**src/rtl/xid_pkg.sv**
```systemverilog
package xid_pkg;
  // default width of a transfer ID; the number of slots is 2**width
  localparam int unsigned XID_W_DEFAULT = 2;

  // how one counted event moves the outstanding count
  typedef enum logic [1:0] {
    CNT_HOLD = 2'b00,
    CNT_DEC  = 2'b01,
    CNT_INC  = 2'b10,
    CNT_BOTH = 2'b11
  } cnt_move_e;
endpackage

```
**src/rtl/xid_submit_ctrl.sv**
```systemverilog
module xid_submit_ctrl (
  input  logic clk,
  input  logic rst_n,
  input  logic enable,
  input  logic wr,
  input  logic wdata,
  input  logic slots_full,
  input  logic q_ready,
  output logic sub_bit,
  output logic q_valid,
  output logic accept
);
  logic sub_q;
  logic sub_d;
  logic set_req;

  assign set_req = wr & wdata;
  assign q_valid = sub_q & enable & ~slots_full;
  assign accept  = q_valid & q_ready;
  assign sub_bit = sub_q;

  always_comb begin
    sub_d = sub_q;
    if (!enable) begin
      sub_d = 1'b0;
    end else if (set_req) begin
      sub_d = 1'b1;
    end else if (accept) begin
      sub_d = 1'b0;
    end
  end

  always_ff @(posedge clk or negedge rst_n) begin
    if (!rst_n) begin
      sub_q <= 1'b0;
    end else begin
      sub_q <= sub_d;
    end
  end

  AST_SUBMIT_CLEARS_ON_ACCEPT: assert property (@(posedge clk) disable iff (!rst_n)
    accept && !set_req |=> !sub_q);
  AST_SUBMIT_CLEARS_ON_DISABLE: assert property (@(posedge clk) disable iff (!rst_n)
    !enable |=> !sub_q);
  AST_WRITE_SETS: assert property (@(posedge clk) disable iff (!rst_n)
    enable && set_req |=> sub_q);
endmodule

```
**src/rtl/xid_seq.sv**
```systemverilog
module xid_seq
  import xid_pkg::*;
#(
  parameter int unsigned ID_W = XID_W_DEFAULT
) (
  input  logic            clk,
  input  logic            rst_n,
  input  logic            enable,
  input  logic            accept,
  input  logic            cmpl_valid,
  output logic            cmpl_fire,
  output logic            slots_full,
  output logic [ID_W-1:0] next_id,
  output logic [ID_W-1:0] active_id,
  output logic            queued_evt
);
  localparam int unsigned NUM_IDS = 1 << ID_W;
  localparam int unsigned CNT_W   = ID_W + 1;
  localparam logic [CNT_W-1:0] CNT_ONE  = CNT_W'(1);
  localparam logic [CNT_W-1:0] CNT_FULL = CNT_W'(NUM_IDS);
  localparam logic [ID_W-1:0]  ID_ONE   = ID_W'(1);

  logic [CNT_W-1:0] cnt_q, cnt_d;
  logic [ID_W-1:0]  next_q, next_d;
  logic [ID_W-1:0]  act_q, act_d;
  logic             evt_q, evt_d;
  cnt_move_e        move;

  assign cmpl_fire  = cmpl_valid & enable & (cnt_q != '0);
  assign slots_full = (cnt_q == CNT_FULL);
  assign next_id    = next_q;
  assign active_id  = (cnt_q == '0) ? next_q : act_q;
  assign queued_evt = evt_q;
  assign move       = cnt_move_e'({accept, cmpl_fire});

  always_comb begin
    cnt_d  = cnt_q;
    next_d = next_q;
    act_d  = act_q;
    evt_d  = accept;
    if (!enable) begin
      cnt_d  = '0;
      next_d = '0;
      act_d  = '0;
    end else begin
      case (move)
        CNT_INC: cnt_d = cnt_q + CNT_ONE;
        CNT_DEC: cnt_d = cnt_q - CNT_ONE;
        default: cnt_d = cnt_q;
      endcase
      if (accept) begin
        next_d = next_q + ID_ONE;
      end
      if (cmpl_fire) begin
        act_d = act_q + ID_ONE;
      end
    end
  end

  always_ff @(posedge clk or negedge rst_n) begin
    if (!rst_n) begin
      cnt_q  <= '0;
      next_q <= '0;
      act_q  <= '0;
      evt_q  <= 1'b0;
    end else begin
      cnt_q  <= cnt_d;
      next_q <= next_d;
      act_q  <= act_d;
      evt_q  <= evt_d;
    end
  end

  AST_CNT_BOUND: assert property (@(posedge clk) disable iff (!rst_n)
    cnt_q <= CNT_FULL);
  AST_NEXT_ADVANCES: assert property (@(posedge clk) disable iff (!rst_n)
    accept |=> next_q == $past(next_q) + ID_ONE);
  AST_NEXT_ZERO_OFF: assert property (@(posedge clk) disable iff (!rst_n)
    !enable |=> next_q == '0);
  AST_ACTIVE_IDLE: assert property (@(posedge clk) disable iff (!rst_n)
    !enable |=> active_id == '0);
endmodule

```
**src/rtl/xid_done_map.sv**
```systemverilog
module xid_done_map
  import xid_pkg::*;
#(
  parameter int unsigned ID_W = XID_W_DEFAULT
) (
  input  logic                   clk,
  input  logic                   rst_n,
  input  logic                   clr_en,
  input  logic [ID_W-1:0]        clr_id,
  input  logic                   set_en,
  input  logic [ID_W-1:0]        set_id,
  output logic [(1<<ID_W)-1:0]   done
);
  localparam int unsigned NUM_IDS = 1 << ID_W;

  logic [NUM_IDS-1:0] done_q;

  for (genvar g = 0; g < NUM_IDS; g++) begin : g_flag
    logic hit_clr, hit_set, flag_d;
    assign hit_clr = clr_en && (clr_id == ID_W'(g));
    assign hit_set = set_en && (set_id == ID_W'(g));
    always_comb begin
      flag_d = done_q[g];
      if (hit_clr) flag_d = 1'b0;
      if (hit_set) flag_d = 1'b1;
    end
    always_ff @(posedge clk or negedge rst_n) begin
      if (!rst_n) begin
        done_q[g] <= 1'b0;
      end else if (hit_clr || hit_set) begin
        done_q[g] <= flag_d;
      end
    end
  end

  assign done = done_q;

  AST_DONE_CLEARED: assert property (@(posedge clk) disable iff (!rst_n)
    clr_en && !(set_en && set_id == clr_id) |=> !done_q[$past(clr_id)]);
  AST_DONE_SET: assert property (@(posedge clk) disable iff (!rst_n)
    set_en |=> done_q[$past(set_id)]);
  AST_DONE_QUIET: assert property (@(posedge clk) disable iff (!rst_n)
    !clr_en && !set_en |=> $stable(done_q));
endmodule

```
**src/rtl/xid_tracker.sv**
```systemverilog
module xid_tracker
  import xid_pkg::*;
#(
  parameter int unsigned ID_W = XID_W_DEFAULT
) (
  input  logic                 clk,
  input  logic                 rst_n,
  input  logic                 enable,
  input  logic                 submit_wr,
  input  logic                 submit_wdata,
  output logic                 submit_bit,
  output logic                 q_valid,
  input  logic                 q_ready,
  output logic [ID_W-1:0]      q_id,
  input  logic                 cmpl_valid,
  input  logic [ID_W-1:0]      cmpl_id,
  output logic [ID_W-1:0]      next_id,
  output logic [ID_W-1:0]      active_id,
  output logic [(1<<ID_W)-1:0] done_bits,
  output logic                 queued_evt
);
  localparam logic [ID_W-1:0] ID_ONE = ID_W'(1);

  logic accept;
  logic slots_full;
  logic cmpl_fire;

  xid_submit_ctrl u_sub (
    .clk        (clk),
    .rst_n      (rst_n),
    .enable     (enable),
    .wr         (submit_wr),
    .wdata      (submit_wdata),
    .slots_full (slots_full),
    .q_ready    (q_ready),
    .sub_bit    (submit_bit),
    .q_valid    (q_valid),
    .accept     (accept)
  );

  xid_seq #(.ID_W(ID_W)) u_seq (
    .clk        (clk),
    .rst_n      (rst_n),
    .enable     (enable),
    .accept     (accept),
    .cmpl_valid (cmpl_valid),
    .cmpl_fire  (cmpl_fire),
    .slots_full (slots_full),
    .next_id    (next_id),
    .active_id  (active_id),
    .queued_evt (queued_evt)
  );

  assign q_id = next_id;

  xid_done_map #(.ID_W(ID_W)) u_done (
    .clk    (clk),
    .rst_n  (rst_n),
    .clr_en (accept),
    .clr_id (q_id),
    .set_en (cmpl_fire),
    .set_id (cmpl_id),
    .done   (done_bits)
  );

  AST_NO_ACCEPT_FULL: assert property (@(posedge clk) disable iff (!rst_n)
    slots_full |-> !q_valid);
  AST_EVT_FOLLOWS_ACCEPT: assert property (@(posedge clk) disable iff (!rst_n)
    queued_evt |-> next_id == $past(next_id) + ID_ONE);
  AST_VALID_NEEDS_SUBMIT: assert property (@(posedge clk) disable iff (!rst_n)
    q_valid |-> submit_bit && enable);
endmodule

```
**config.mk**
```make
export PLATFORM = sky130hd
export DESIGN_NAME = xid_tracker
export DESIGN_NICKNAME = d
export VERILOG_FILES = /design/src/rtl/xid_pkg.sv /design/src/rtl/xid_submit_ctrl.sv /design/src/rtl/xid_seq.sv /design/src/rtl/xid_done_map.sv /design/src/rtl/xid_tracker.sv
export SDC_FILE = /design/constraint.sdc
export NUM_CORES = 1
export LEC_CHECK = 0
export ABC_AREA = 1
export BUFFER_PORTS_ARGS = -buffer_cell sky130_fd_sc_hd__clkbuf_2
export CORE_MARGIN = 2
export CORE_UTILIZATION = 50
export CTS_CLUSTER_DIAMETER = 80
export DETAILED_ROUTE_END_ITERATION = 8
export GPL_ROUTABILITY_DRIVEN = 0
export GPL_TIMING_DRIVEN = 0
export PLACE_DENSITY_LB_ADDON = 0.12
export SLEW_MARGIN = 20
export SYNTH_ARGS = -nofsm -noshare
export SYNTH_HDL_FRONTEND = slang
export SYNTH_SLANG_ARGS = --single-unit
```
**constraint.sdc**
```tcl
create_clock -name clk -period 2.85 [get_ports clk]
set_clock_uncertainty 0.05 [all_clocks]
set_input_delay 0.57 -clock clk [delete_from_list [all_inputs] [get_ports clk]]
set_output_delay 0.57 -clock clk [all_outputs]
set_load 0.005 [all_outputs]
```
==> results of run 1 <==
stage by stage:
stage | hold slack, ps | setup WS, ps | power (µW)
3_3_place_gp | 432 | 669 | 389
5_1_grt | 162 | 723 | 535
3_5_place_dp | 439 | 672 | 392
6_report | 139 | 877 | 496
2_1_floorplan | 224 | 797 | 334
4_1_cts | 146 | 867 | 504
placed cells by master, fill, tap and decap left out, types with 2 or more instances in the layout:
cell type	netlist	final
clkbuf_4	0	3
inv_1	16	16
nand2_2	3	3
nand4_1	3	3
nand2_4	2	2
ha_1	4	4
buf_4	3	3
nand3_4	2	2
nand2_1	20	20
o31ai_1	4	4
o21ai_0	8	8
nand3_1	3	3
dfrtp_1	13	13
clkbuf_2	0	20
path summary, 6_finish.rpt:
check	startpoint	to	slack, ps	cells past startpoint
max reg2reg	u_seq.cnt_q[0]	u_seq.cnt_q[2]	910	12
min in group clk	u_done.done[2]	u_done.done[2]	460	2
max in group asynchronous	rst_n	u_seq.act_q[1]	2360	1
min reg2reg	u_done.done[2]	u_done.done[2]	460	2
min	rst_n	u_done.done[1]	140	1
max	u_seq.cnt_q[0]	active_id[0]	880	4
registers in the layout, indices dropped and copies added, names as in the netlist:
name              count
u_seq.queued_evt      1
u_seq.cnt_q           3
u_seq.next_id         2
u_seq.act_q           2
u_done.done           4
u_sub.sub_bit         1
area by class of cell:
type,instances,area (µm²)
timing repair buffer,20,100
multi-input combinational,56,380
buffer,3,22.5
sequential,13,325
clock buffer,4,26.3
inverter,17,63.8
fill,119,551
tap,16,20.0
power by group:
| part | switching (µW) | total (µW) | leakage, µW | internal (µW) |
|---|---|---|---|---|
| registers | 24.7 | 245 | 0.000173 | 220 |
| logic | 78.4 | 141 | 0.000345 | 63.0 |
| clock network | 55.8 | 110 | 0.0000150 | 54.0 |
| total | 159 | 496 | 0.000533 | 337 |
kinds of logic after synthesis:
logic type / synth area share, %
AOI/OAI and AO/OA: 13.3
xor gates and xnor gates: 1.11
adders and majority gates: 8.85
buffers and inverters: 10.9
DFF: 41.1
and+or+nand+nor: 24.8
per-layer routing:
metal | vias up | global-route usage (%)
li1 | 329 | -
met1 | 263 | 25.5
met2 | 14 | 26.5
met3 | 2 | 2.50
met4 | 0 | 5.45
met5 | - | 0
==> impl_metrics.json, run 1 <==
{
  "crit_buf_inv": 1,
  "chipHeight_um": 43.8,
  "required_ps": 2230,
  "final.setup.tns_ps": 0,
  "antenna_found_initial": 0,
  "grt_start_max_net_pins": 14,
  "antenna_cells": 0,
  "rsz0062_at_grt": "false",
  "coreArea_mm2": 0.00149,
  "place_area_um2": 912,
  "dr.first_iter.drc_count": 14,
  "first_pass_iters": 4,
  "drive_above_1_share_pct": 32.7,
  "yosysWarnings": 0,
  "hold_buffers": 0,
  "async_flop_share_pct": 100,
  "htreeDepth": 1,
  "grt_pass1_vias": 577,
  "highest_layer": "met4",
  "dp_cells": 125,
  "critPathTopFamily": "flip-flops",
  "synth_cell_types": 20,
  "clk_latency_ps": 260,
  "synth_edf_count": 0,
  "cap_violations": 0,
  "status": "finished clean",
  "io_pins": 22,
  "grt.total_usage_pct": 17.4,
  "dr_wl_met3_um": 67,
  "setup_viol": 0,
  "cts-buffers-inserted": 3,
  "synth_top_area_cell": "dfrtp_1",
  "cts.sinks": 13,
  "gr-total-overflow": 0,
  "m1WireLength_um": 755,
  "rows": 14,
  "area_growth_pct": 18.5,
  "hold_class": "in -> async",
  "hold_violations": 0,
  "post_drt_wl_per_cell_um": 11.1,
  "nNetsFinal": 128,
  "slew_viol_final": 0,
  "ys.flop_type": "dfrtp_1",
  "critPathMaxStageDelay_ps": 450,
  "ir_drop_mv": 0.309,
  "dpl.hpwl_um": 1100,
  "vias_per_cell": 4.71,
  "critPathKind": "reg -> out",
  "grt_pass1_wl_um": 2460,
  "cp-end-kind": "output port",
  "root_buffer": "clkbuf_4",
  "fin_area_um2": 938,
  "drc_errors": 0,
  "clock_path_buffers": 2,
  "crit_fanout": 5,
  "wl_met2_um": 594,
  "clk_pin_slew_worst_paths_ps": 80,
  "fmax_mhz": 507,
  "syn_nets": 103,
  "period_share_pct": 69.2,
  "synth_area_um2": 792,
  "die_x_um": 43.8,
  "cpMaxStageDelayCell": "dfrtp_1",
  "post-route-util_pct": 63.0,
  "ant_nets": 0,
  "stdcell_count": 129,
  "path_cells": "nor2_4, nand2_2, o21ai_0, clkbuf_2",
  "postCtsSetupBuffers": 0,
  "slew_headroom_pct": 77.7,
  "synthTopCellsByArea": "dfrtp_1 41%, nand2_1 9.5%, inv_1 7.6%, ha_1 6.3%, o21ai_0 5.1%",
  "finalCriticalPeriod_ps": 1970,
  "start_kind": "flop",
  "num_vias": 608,
  "synth_seq_cells": 13,
  "worstMarginPinSlew_ps": 335,
  "cts_resized": 0,
  "portBuffers": 20,
  "dieArea_mm2": 0.00192,
  "p_leak_uw": 0.000533,
  "synth_most_common_cell": "nand2_1",
  "ys_top_cells_by_count": "20 x nand2_1, 16 x inv_1, 13 x dfrtp_1",
  "cts_tree": "yes",
  "synth_top_area_share_pct": 41.1,
  "cp.arrival_ps": 1350,
  "synthCells": 89,
  "initial_core_util_pct": 53.2,
  "power_density_mw_per_mm2": 529,
  "seq_area_frac_synth_pct": 41.1,
  "syn_avg_cell_area_um2": 8.90,
  "wl_um": 1430
}
No activity file was read; power rests on OpenSTA's default activity.
==> run 2, diff against run 1 <==
- clock period: 2.85 -> 2 ns (I/O delays scaled with it)
==> impl_metrics.json, run 2 (synthesis results as in run 1) <==
{
  "dpl.hpwl_um": 1100,
  "chipHeight_um": 43.8,
  "worstMarginPinSlew_ps": 332,
  "drc_errors": 0,
  "rows": 14,
  "cts_tree": "yes",
  "seq_power_share_pct": 49.2,
  "nNetsFinal": 131,
  "ir_drop_mv": 0.440,
  "grt_pass1_vias": 589,
  "post-route-util_pct": 64.9,
  "crit_top_cell": "nand2_1",
  "dieArea_mm2": 0.00192,
  "critPathTopFamily": "simple AND/OR/NAND/NOR gates",
  "critPathKind": "reg -> reg",
  "fin_area_um2": 966,
  "critPathMaxStageDelay_ps": 450,
  "cp.arrival_ps": 1970,
  "slew_viol_final": 0,
  "power_density_mw_per_mm2": 737,
  "wl_um": 1440,
  "p_switching_uw": 228,
  "fmax_mhz": 538,
  "grt_pass1_wl_um": 2490,
  "slew_headroom_pct": 77.9,
  "initial_core_util_pct": 53.2,
  "r2r_setup_slack_ps": 140,
  "start_kind": "flop",
  "portBuffers": 20,
  "cpMaxStageDelayCell": "dfrtp_2",
  "largest_reg_flops": 4,
  "setup_viol": 0,
  "drive_above_1_share_pct": 35.3,
  "worst_slack_ps": 141,
  "num_vias": 624,
  "hold_class": "in -> reg",
  "gr-total-overflow": 0,
  "first_pass_iters": 4,
  "dp_slack_ps": -7.97,
  "crit_fanout": 6,
  "p_leak_uw": 0.000543,
  "period_share_pct": 92.9,
  "area_growth_pct": 22.0,
  "post_drt_wl_per_cell_um": 10.9,
  "mostFrequentLayoutCells": "20 x nand2_1, 20 x clkbuf_2, 16 x inv_1",
  "p_int_uw": 484,
  "io_pins": 22,
  "cts.sinks": 13,
  "vias_per_cell": 4.73,
  "htreeDepth": 1,
  "cap_violations": 0,
  "die_x_um": 43.8,
  "antenna_cells": 0,
  "netSwitchingFraction_pct": 32.1,
  "place_area_um2": 912,
  "cts-buffers-inserted": 3,
  "clock_path_buffers": 2,
  "pwr-share-clk_pct": 22.1,
  "root_buffer": "clkbuf_4",
  "final.setup.tns_ps": 0,
  "required_ps": 2110,
  "grt_start_max_net_pins": 14,
  "finalCriticalPeriod_ps": 1860,
  "coreArea_mm2": 0.00149,
  "clk_pin_slew_worst_paths_ps": 80,
  "ant_nets": 0,
  "path_cells": "nor2_4, a21oi_4, nand2_4, inv_1, fa_1, xnor2_1, inv_1, nand2_1, nand2_1, nand2_1, nand2_1",
  "comb_power_share_pct": 28.6,
  "clk_latency_ps": 260,
  "dr.first_iter.drc_count": 12,
  "cp-end-kind": "flop",
  "hold_violations": 0,
  "grt.total_usage_pct": 17.6,
  "status": "finished clean",
  "antenna_found_initial": 0,
  "crit_buf_inv": 2,
  "report.power.total_uw": 712
}
[run 2: cell count changes in the layout (fill, tap and decap cells not counted), sizes merged]
cell,before,now
buf,3,5
dlygate4sd3,0,1
[run 2: worst reg2reg max path, delay by kind of cell (launching register included)]
family / cells / cell delay [ps]
compound gates: 1 / 100
buf+inv: 2 / 120
fa+ha+maj: 1 / 370
flops: 1 / 450
simple gates: 6 / 500
xor+xnor: 1 / 190
[run 2: metrics by stage]
stage               instances  hold slack (ps)
floorplan                  89             54.4
global placement          125              262
detailed placement        125              269
CTS                       130              291
global route              132              292
finish                    132              295
[run 2: cell type report]
class	count	area, µm²
Fill cell	120	523
Multi-Input combinational cell	56	380
Sequential cell	13	328
Timing Repair Buffer	23	125
Inverter	17	63.8
Clock buffer	4	26.3
Buffer	3	22.5
Tap cell	16	20.0
[run 2: power by group through the flow]
stage	Sequential (µW)	Combinational (µW)	Clock, µW
3_3_place_gp	355	199	0
4_1_cts	350	205	164
3_5_place_dp	356	202	0
2_1_floorplan	356	121	0
6_report	351	204	157
5_1_grt	358	234	176
[run 2: worst paths after layout]
check,start,end,cells after the start
min in group asynchronous,rst_n,u_done.done[1],2
hold / removal,cmpl_id[0],u_done.done[0],2
hold reg to reg,u_done.done[0],u_done.done[0],2
setup / recovery,u_seq.cnt_q[1],u_seq.cnt_q[2],11
max in group asynchronous,rst_n,u_seq.cnt_q[0],2
setup reg to reg,u_seq.cnt_q[1],u_seq.cnt_q[2],11
[run 2: repair_timing]
action,4_1_cts,5_1_grt
setup endpoints to repair,0,1
gates resized for setup,0,2
endpoints found under the hold margin,13,0
buffers inserted,0,2
hold buffers,1,0
[run 2: routing by layer]
metal	up-vias	global-route usage (%)	share of wire (%)
met1	267	25.5	52
met2	18	27.1	42
met4	0	5.45	0.97
met3	2	2.50	4.6
met5	-	0	0
li1	337	-	-
